[src/rtl/cmp_evt_pkg.sv]
package cmp_evt_pkg;

  typedef enum logic [1:0] {
    MODE_TOGGLE = 2'b00,
    MODE_RSVD   = 2'b01,
    MODE_FALL   = 2'b10,
    MODE_RISE   = 2'b11
  } cmp_mode_e;

  localparam int unsigned CTRL_W    = 5;
  localparam int unsigned BIT_ROUTE = 2;
  localparam int unsigned BIT_IE    = 3;
  localparam int unsigned BIT_FLAG  = 4;

  typedef struct packed {
    logic      flag;
    logic      ie;
    logic      route;
    cmp_mode_e mode;
  } ctrl_word_t;

endpackage

[src/rtl/cmp_sync.sv]
module cmp_sync #(
  parameter int unsigned STAGES = 2
) (
  input  logic clk,
  input  logic rst_n,
  input  logic din,
  output logic cur,
  output logic prev,
  output logic primed
);
  localparam int unsigned CW   = $clog2(STAGES + 2);
  localparam logic [CW-1:0] FULL = CW'(STAGES + 1);

  logic [STAGES-1:0] chain;
  logic [CW-1:0]     fill;

  genvar g;
  generate
    for (g = 0; g < STAGES; g++) begin : g_stage
      if (g == 0) begin : g_first
        always_ff @(posedge clk or negedge rst_n) begin
          if (!rst_n) chain[g] <= 1'b0;
          else        chain[g] <= din;
        end
      end else begin : g_rest
        always_ff @(posedge clk or negedge rst_n) begin
          if (!rst_n) chain[g] <= 1'b0;
          else        chain[g] <= chain[g-1];
        end
      end
    end
  endgenerate

  assign cur = chain[STAGES-1];

  always_ff @(posedge clk or negedge rst_n) begin
    if (!rst_n) begin
      prev <= 1'b0;
      fill <= '0;
    end else begin
      prev <= cur;
      if (fill != FULL) fill <= fill + 1'b1;
    end
  end

  assign primed = (fill == FULL);

endmodule

[src/rtl/cmp_edge_sel.sv]
module cmp_edge_sel
  import cmp_evt_pkg::*;
(
  input  logic      cur,
  input  logic      prev,
  input  logic      primed,
  input  cmp_mode_e mode,
  output logic      hit
);
  logic rise, fall;

  always_comb begin
    rise = cur & ~prev;
    fall = ~cur & prev;
    unique case (mode)
      MODE_TOGGLE: hit = primed & (rise | fall);
      MODE_FALL:   hit = primed & fall;
      MODE_RISE:   hit = primed & rise;
      default:     hit = 1'b0;
    endcase
  end

endmodule

[src/rtl/cmp_ctrl_regs.sv]
module cmp_ctrl_regs
  import cmp_evt_pkg::*;
(
  input  logic              clk,
  input  logic              rst_n,
  input  logic              wr_en,
  input  logic [CTRL_W-1:0] wr_data,
  input  logic              vec_ack,
  input  logic              hit,
  output ctrl_word_t        ctrl
);
  logic clr;

  assign clr = vec_ack | (wr_en & wr_data[BIT_FLAG]);

  always_ff @(posedge clk or negedge rst_n) begin
    if (!rst_n) begin
      ctrl <= '0;
    end else begin
      if (wr_en) begin
        ctrl.mode  <= cmp_mode_e'(wr_data[1:0]);
        ctrl.route <= wr_data[BIT_ROUTE];
        ctrl.ie    <= wr_data[BIT_IE];
      end
      if (hit)      ctrl.flag <= 1'b1;
      else if (clr) ctrl.flag <= 1'b0;
    end
  end

endmodule

[src/rtl/cmp_evt_ctrl.sv]
module cmp_evt_ctrl
  import cmp_evt_pkg::*;
#(
  parameter int unsigned SYNC_STAGES = 2
) (
  input  logic              clk,
  input  logic              rst_n,
  input  logic              cmp_in,
  input  logic              gie,
  input  logic              vec_ack,
  input  logic              wr_en,
  input  logic [CTRL_W-1:0] wr_data,
  output logic [CTRL_W-1:0] rd_data,
  output logic              irq,
  output logic              flag,
  output logic              cap_trig
);
  logic       s_cur, s_prev, s_primed;
  logic       ev_hit;
  ctrl_word_t ctrl;

  cmp_sync #(.STAGES(SYNC_STAGES)) u_sync (
    .clk(clk), .rst_n(rst_n), .din(cmp_in),
    .cur(s_cur), .prev(s_prev), .primed(s_primed)
  );

  cmp_edge_sel u_sel (
    .cur(s_cur), .prev(s_prev), .primed(s_primed),
    .mode(ctrl.mode), .hit(ev_hit)
  );

  cmp_ctrl_regs u_regs (
    .clk(clk), .rst_n(rst_n), .wr_en(wr_en), .wr_data(wr_data),
    .vec_ack(vec_ack), .hit(ev_hit), .ctrl(ctrl)
  );

  assign rd_data  = ctrl;
  assign flag     = ctrl.flag;
  assign irq      = ctrl.flag & ctrl.ie & gie;
  assign cap_trig = ctrl.route & s_cur;

endmodule

[config.mk]
export PLATFORM = sky130hd
export DESIGN_NAME = cmp_evt_ctrl
export DESIGN_NICKNAME = d
export VERILOG_FILES = /design/src/rtl/cmp_evt_pkg.sv /design/src/rtl/cmp_sync.sv /design/src/rtl/cmp_edge_sel.sv /design/src/rtl/cmp_ctrl_regs.sv /design/src/rtl/cmp_evt_ctrl.sv
export SDC_FILE = /design/constraint.sdc
export NUM_CORES = 1
export LEC_CHECK = 0
export ABC_AREA = 1
export BUFFER_PORTS_ARGS = -buffer_cell sky130_fd_sc_hd__buf_2
export CELL_PAD_IN_SITES_DETAIL_PLACEMENT = 2
export CELL_PAD_IN_SITES_GLOBAL_PLACEMENT = 2
export CORE_MARGIN = 2
export CORE_UTILIZATION = 25
export DETAILED_ROUTE_END_ITERATION = 10
export GPL_TIMING_DRIVEN = 0
export PLACE_DENSITY = 0.83
export RECOVER_POWER = 100
export SETUP_SLACK_MARGIN = 0.15
export SYNTH_ARGS = -nofsm -noshare
export SYNTH_HDL_FRONTEND = slang
export SYNTH_HIERARCHICAL = 1
export SYNTH_SLANG_ARGS = --single-unit
[constraint.sdc]
create_clock -name clk -period 1.4 [get_ports clk]
set_input_delay 0.28 -clock clk [delete_from_list [all_inputs] [get_ports clk]]
set_output_delay 0.28 -clock clk [all_outputs]
set_load 0.01 [all_outputs]
# Word-level counts from Yosys, hierarchy flattened
# Index checks and enable logic that the tools add are counted.
[op_classes]
n_addsub = 1
eq_ne = 4
muxes = 3
bitwise_logic = 13
reduce_logical = 2
[op_table]
columns = ["operator", "count"]
rows = [
  ["1-bit AND", 9],
  ["2-bit equality test, second input constant", 3],
  ["1-bit one-hot mux with 3 select lines", 1],
  ["2-bit by 1-bit adder with 2-bit output, second input constant", 1],
  ["2-bit logical NOT", 1],
  ["1-bit two-way mux", 2],
  ["2-bit != test, second input constant", 1],
  ["1-bit NOT", 2],
  ["1-bit bitwise OR", 2],
  ["2-bit nonzero test", 1],
]
[totals]
register_bits = 10
in_bits = 11
elab_cells = 31

# Longest topological paths before layout
[logic_depth]
depth_word = 6
ltp_mapped = 8
mapped_depth_nobuf = 8

# Modules after synthesis
# The synthesis kept the hierarchy.
[modules_own_cells]
columns = ["mod", "n_inst", "cells_each", "area_each_um2", "seq_area_each_um2"]
rows = [
  ["cmp_ctrl_regs", 1, 23, 216.5, 125.1],
  ["cmp_sync", 1, 15, 180.2, 125.1],
  ["cmp_edge_sel", 1, 13, 73.8, 0.0],
  ["cmp_evt_ctrl", 1, 6, 28.8, 0.0],
]

# Least setup slack after synthesis
# Ideal clock, no wire load.
[synth_path]
path_kind = "register to register"
startpoint = "reg u_sync.chain[1], in the netlist u_sync/cur"
endpoint = "reg, netlist name u_regs/ctrl[4]"
setup_time_ns = 0.064
arrival_ns = 0.997
required_time_ns = 1.336
slack_ns = 0.339
path_stages_with_launch = 8
synth_period_minus_slack_ns = 1.061
cell_sequence = "dfrtp_1 inv_1 ha_1 nor2_1 nor2_1 nor2_2 inv_1 nand2_2"
[synth_via]
elab_chain_len = 6
[synth_rtl]
columns = ["element", "line", "source"]
rows = [
  ["start, declared", "cmp_sync.sv:14", "logic [STAGES-1:0] chain;"],
  ["start signal, assigned by index", "cmp_sync.sv:28", "else chain[g] <= chain[g-1];"],
  ["1-bit NOT", "cmp_edge_sel.sv:14", "fall = ~cur & prev;"],
  ["1-bit AND", "cmp_edge_sel.sv:14", ""],
  ["1-bit bitwise OR", "cmp_edge_sel.sv:16", "MODE_TOGGLE: hit = primed & (rise | fall);"],
  ["1-bit AND", "cmp_edge_sel.sv:16", ""],
  ["1-bit one-hot mux with 3 select lines (*)", "cmp_edge_sel.sv:15", "unique case (mode)"],
  ["named net ev_hit", "cmp_evt_ctrl.sv:19", "logic ev_hit;"],
  ["1-bit two-way mux or 2-bit nonzero test (tied branches)", "-", ""],
]
# Mark *: on every way through the listed nets, which the timed path passes. The rest lies on a longest branch.
# A chain may end at the register's enable or synchronous reset.

# Final worst setup path
[layout_path]
startpoint = "reg, netlist name u_regs/ctrl[4]"
endpoint = "out flag"
[layout_lines]
columns = ["element", "line", "source"]
rows = [
  ["end, declared", "cmp_evt_ctrl.sv:15", "output logic flag,"],
]
# No word-level cell between the ends.

==> flow_summary.yaml <==
run_status:
  status: "finished clean"
routing:
  num_vias: 421
  routed_wl_um: 1190
  drt_iter0_markers: 0
  antenna_left: 0
  highest_layer: "met4"
  wl_per_cell_um: 11.0
  remaining_drc_errors: 0
  wl_met3_um: 32
  wl_met2_um: 615
  vias_per_cell: 3.90
  wl_met1_um: 517
  dr.pass1.iters: 1
sta:
  slew_violations: 0
  finalHoldViolations: 0
  finalSetupViolations: 0
  fmaxAchievable_mhz: 811
  period_needed_ns: 1.23
  slew_headroom: 0.619
  finalCritPeriodShare: 0.881
  worstMarginPinSlew_ns: 0.572
  fin_tns_setup_ns: 0
  rsz0062_at_grt: "yes"
  skew_ns: 0.00349
floorplan:
  die_h_um: 48.7
  placementRows: 16
  chipWidth_um: 48.7
  pin_count: 19
  start_util: 0.260
  core_area_sq_um: 1920
  die_area_sq_um: 2370
setup_path:
  cp.depth: 2
  crit-reg2reg-capture: "u_regs/ctrl[4]"
  rr_worst_depth: 7
  critical_path.slowest_cell: "dfrtp_1"
  critPathLaunchType: "flop"
  rr_startpoint: "u_sync/cur"
  cp_num_buf_inv: 2
  rrSetupSlack_ns: 0.25
  critPathMaxFanout: 4
  crit_chain: "clkbuf_4 > buf_2"
  critPathLaunch: "u_regs/ctrl[4]"
  cp-end-kind: "output port"
  cp.required_ns: 1.12
  critPathArrivalTime_ns: 0.95
  crit_type: "flop to output port"
  critPathCapture: "flag"
  slowest_delay_ns: 0.42
  cp_top_family: "flip-flops"
clock_tree:
  cts_root_buf: "clkbuf_4"
  clockBufferDepth: 2
  ctsHtreeMaxLevel: 1
  cts_buffers: 3
  path_clk_slew_ns: 0.07
  clkLatencyLatePin_ns: 0.26
  clock_sinks: 10
  cts_tree: "done"
hold_path:
  hold_path_class: "input pin to flop"
power_and_ir_drop:
  switchingPower_mw: 0.188
  power_density_nw_per_um2: 1060
  p_int_mw: 0.526
  p_seq_frac: 0.462
  leakage_nw: 0.384
  netSwitchingFraction: 0.264
  clkPwrFrac: 0.364
  p_comb_frac: 0.174
  ir_worst_vdd_uv: 395
finish:
  final_cell_mix: "inv_1, nand2_1, buf_2, dfrtp_1, clkbuf_1"
  final_common_cell: "inv_1"
  antenna_cells: 0
  syn2layout_area_growth_pct: 34.8
  nets: 97
  drive_gt1_frac: 0.296
  fillers: 243
  final_util: 0.350
grt:
  grt_pass1_vias: 453
  grt_max_degree: 11
  grt_overflow: 0
  antenna_found_initial: 0
  grt_usage: 0.115
  grt_pass1_wl_um: 2100
logic_synthesis:
  ys_seq_area_frac: 0.501
  synth_area_leaders: "dfrtp_1, inv_1, ha_1"
  netlist_instances: 57
  synthesis.area_sq_um: 499
  synth_area_per_cell_sq_um: 8.76
  ys_ff_latch: 10
  yosysWarnings: 6
  yosysUniqueCellTypes: 13
  syn-num-nets: 72
  synth.top_cell.area_share: 0.501
  yosysTopAreaCell: "dfrtp_1"
place:
  port_buffers: 17
  finalWeightedCongestion: 0.660
  dpl.hpwl_um: 891
job:
  cap_viol_max_count: 0
-- cells in the mapped netlist --
cell type	count
nand3_2	1
a21oi_1	1
ha_1	4
nand2_2	2
o21ai_1	4
nor2_1	2
buf_6	1
nand2_1	13
dfrtp_1	10
nor2_2	2
inv_1	15
buf_4	1
nand3b_1	1
-- how the worst min path moves through the flow --
stage | from | endpoint | depth (start not counted)
after CTS | cmp_in | u_sync/chain[0] | 1
after global placement | rst_n | u_regs/ctrl[4] | 1
final | cmp_in | u_sync/chain[0] | 1
after floorplan | rst_n | u_regs/ctrl[0] | 0
after detailed placement | rst_n | u_regs/ctrl[4] | 1
after global routing | cmp_in | u_sync/chain[0] | 1
-- stage by stage --
stage	setup WS, ns	instances	instance area, sq um	hold slack, ns	total power [mW]
6_report	0.166	108	673	0.121	0.714
5_1_grt	0.0759	108	673	0.108	0.765
4_1_cts	0.152	106	664	0.119	0.715
3_5_place_dp	0.250	101	618	0.158	0.454
3_3_place_gp	0.284	101	618	0.151	0.447
2_1_floorplan	0.339	57	499	-0.0156	0.397
-- cells by family after synthesis --
kind of cell    Yosys count  synth area share
simple gates             21             0.198
buf+inv                  17             0.150
flops                    10             0.501
compound gates            5            0.0501
fa+ha+maj                 4             0.100
-- area by class of cell --
| cell class | count | area [sq um] | area share |
|---|---|---|---|
| Sequential cell | 10 | 250 | 0.372 |
| Multi-Input combinational cell | 30 | 176 | 0.262 |
| Timing Repair Buffer | 20 | 101 | 0.151 |
| Inverter | 15 | 56.3 | 0.0836 |
| Clock buffer | 4 | 36.3 | 0.0539 |
| Tap cell | 27 | 33.8 | 0.0502 |
| Buffer | 2 | 18.8 | 0.0279 |
-- power groups by stage --
stage / logic, mW / clock network, mW / registers [mW]
final: 0.124 / 0.260 / 0.330
after global routing: 0.142 / 0.288 / 0.335
after CTS: 0.122 / 0.264 / 0.329
after detailed placement: 0.120 / 0 / 0.335
after global placement: 0.113 / 0 / 0.334
after floorplan: 0.0584 / 0 / 0.339
-- repair_timing --
item | in CTS | in global routing
gates resized for setup | 0 | 1
endpoints found under the hold margin | 10 | 0
setup endpoints to repair | 0 | 3
setup buffers | 0 | 2
hold buffers | 1 | 0
-- registers in the layout, indices dropped and copies added (netlist names) --
name and cells:
u_sync/prev 1, u_sync/cur 1, u_sync/fill 2, u_regs/ctrl 5
u_sync/chain 1
-- layer usage --
metal | up-vias | track usage
met2 | 7 | 0.189
met4 | 0 | 0.0714
met1 | 200 | 0.137
li1 | 212 | -
met5 | - | 0
met3 | 2 | 0.0216
Note: power is estimated with default switching activity, not from simulation.
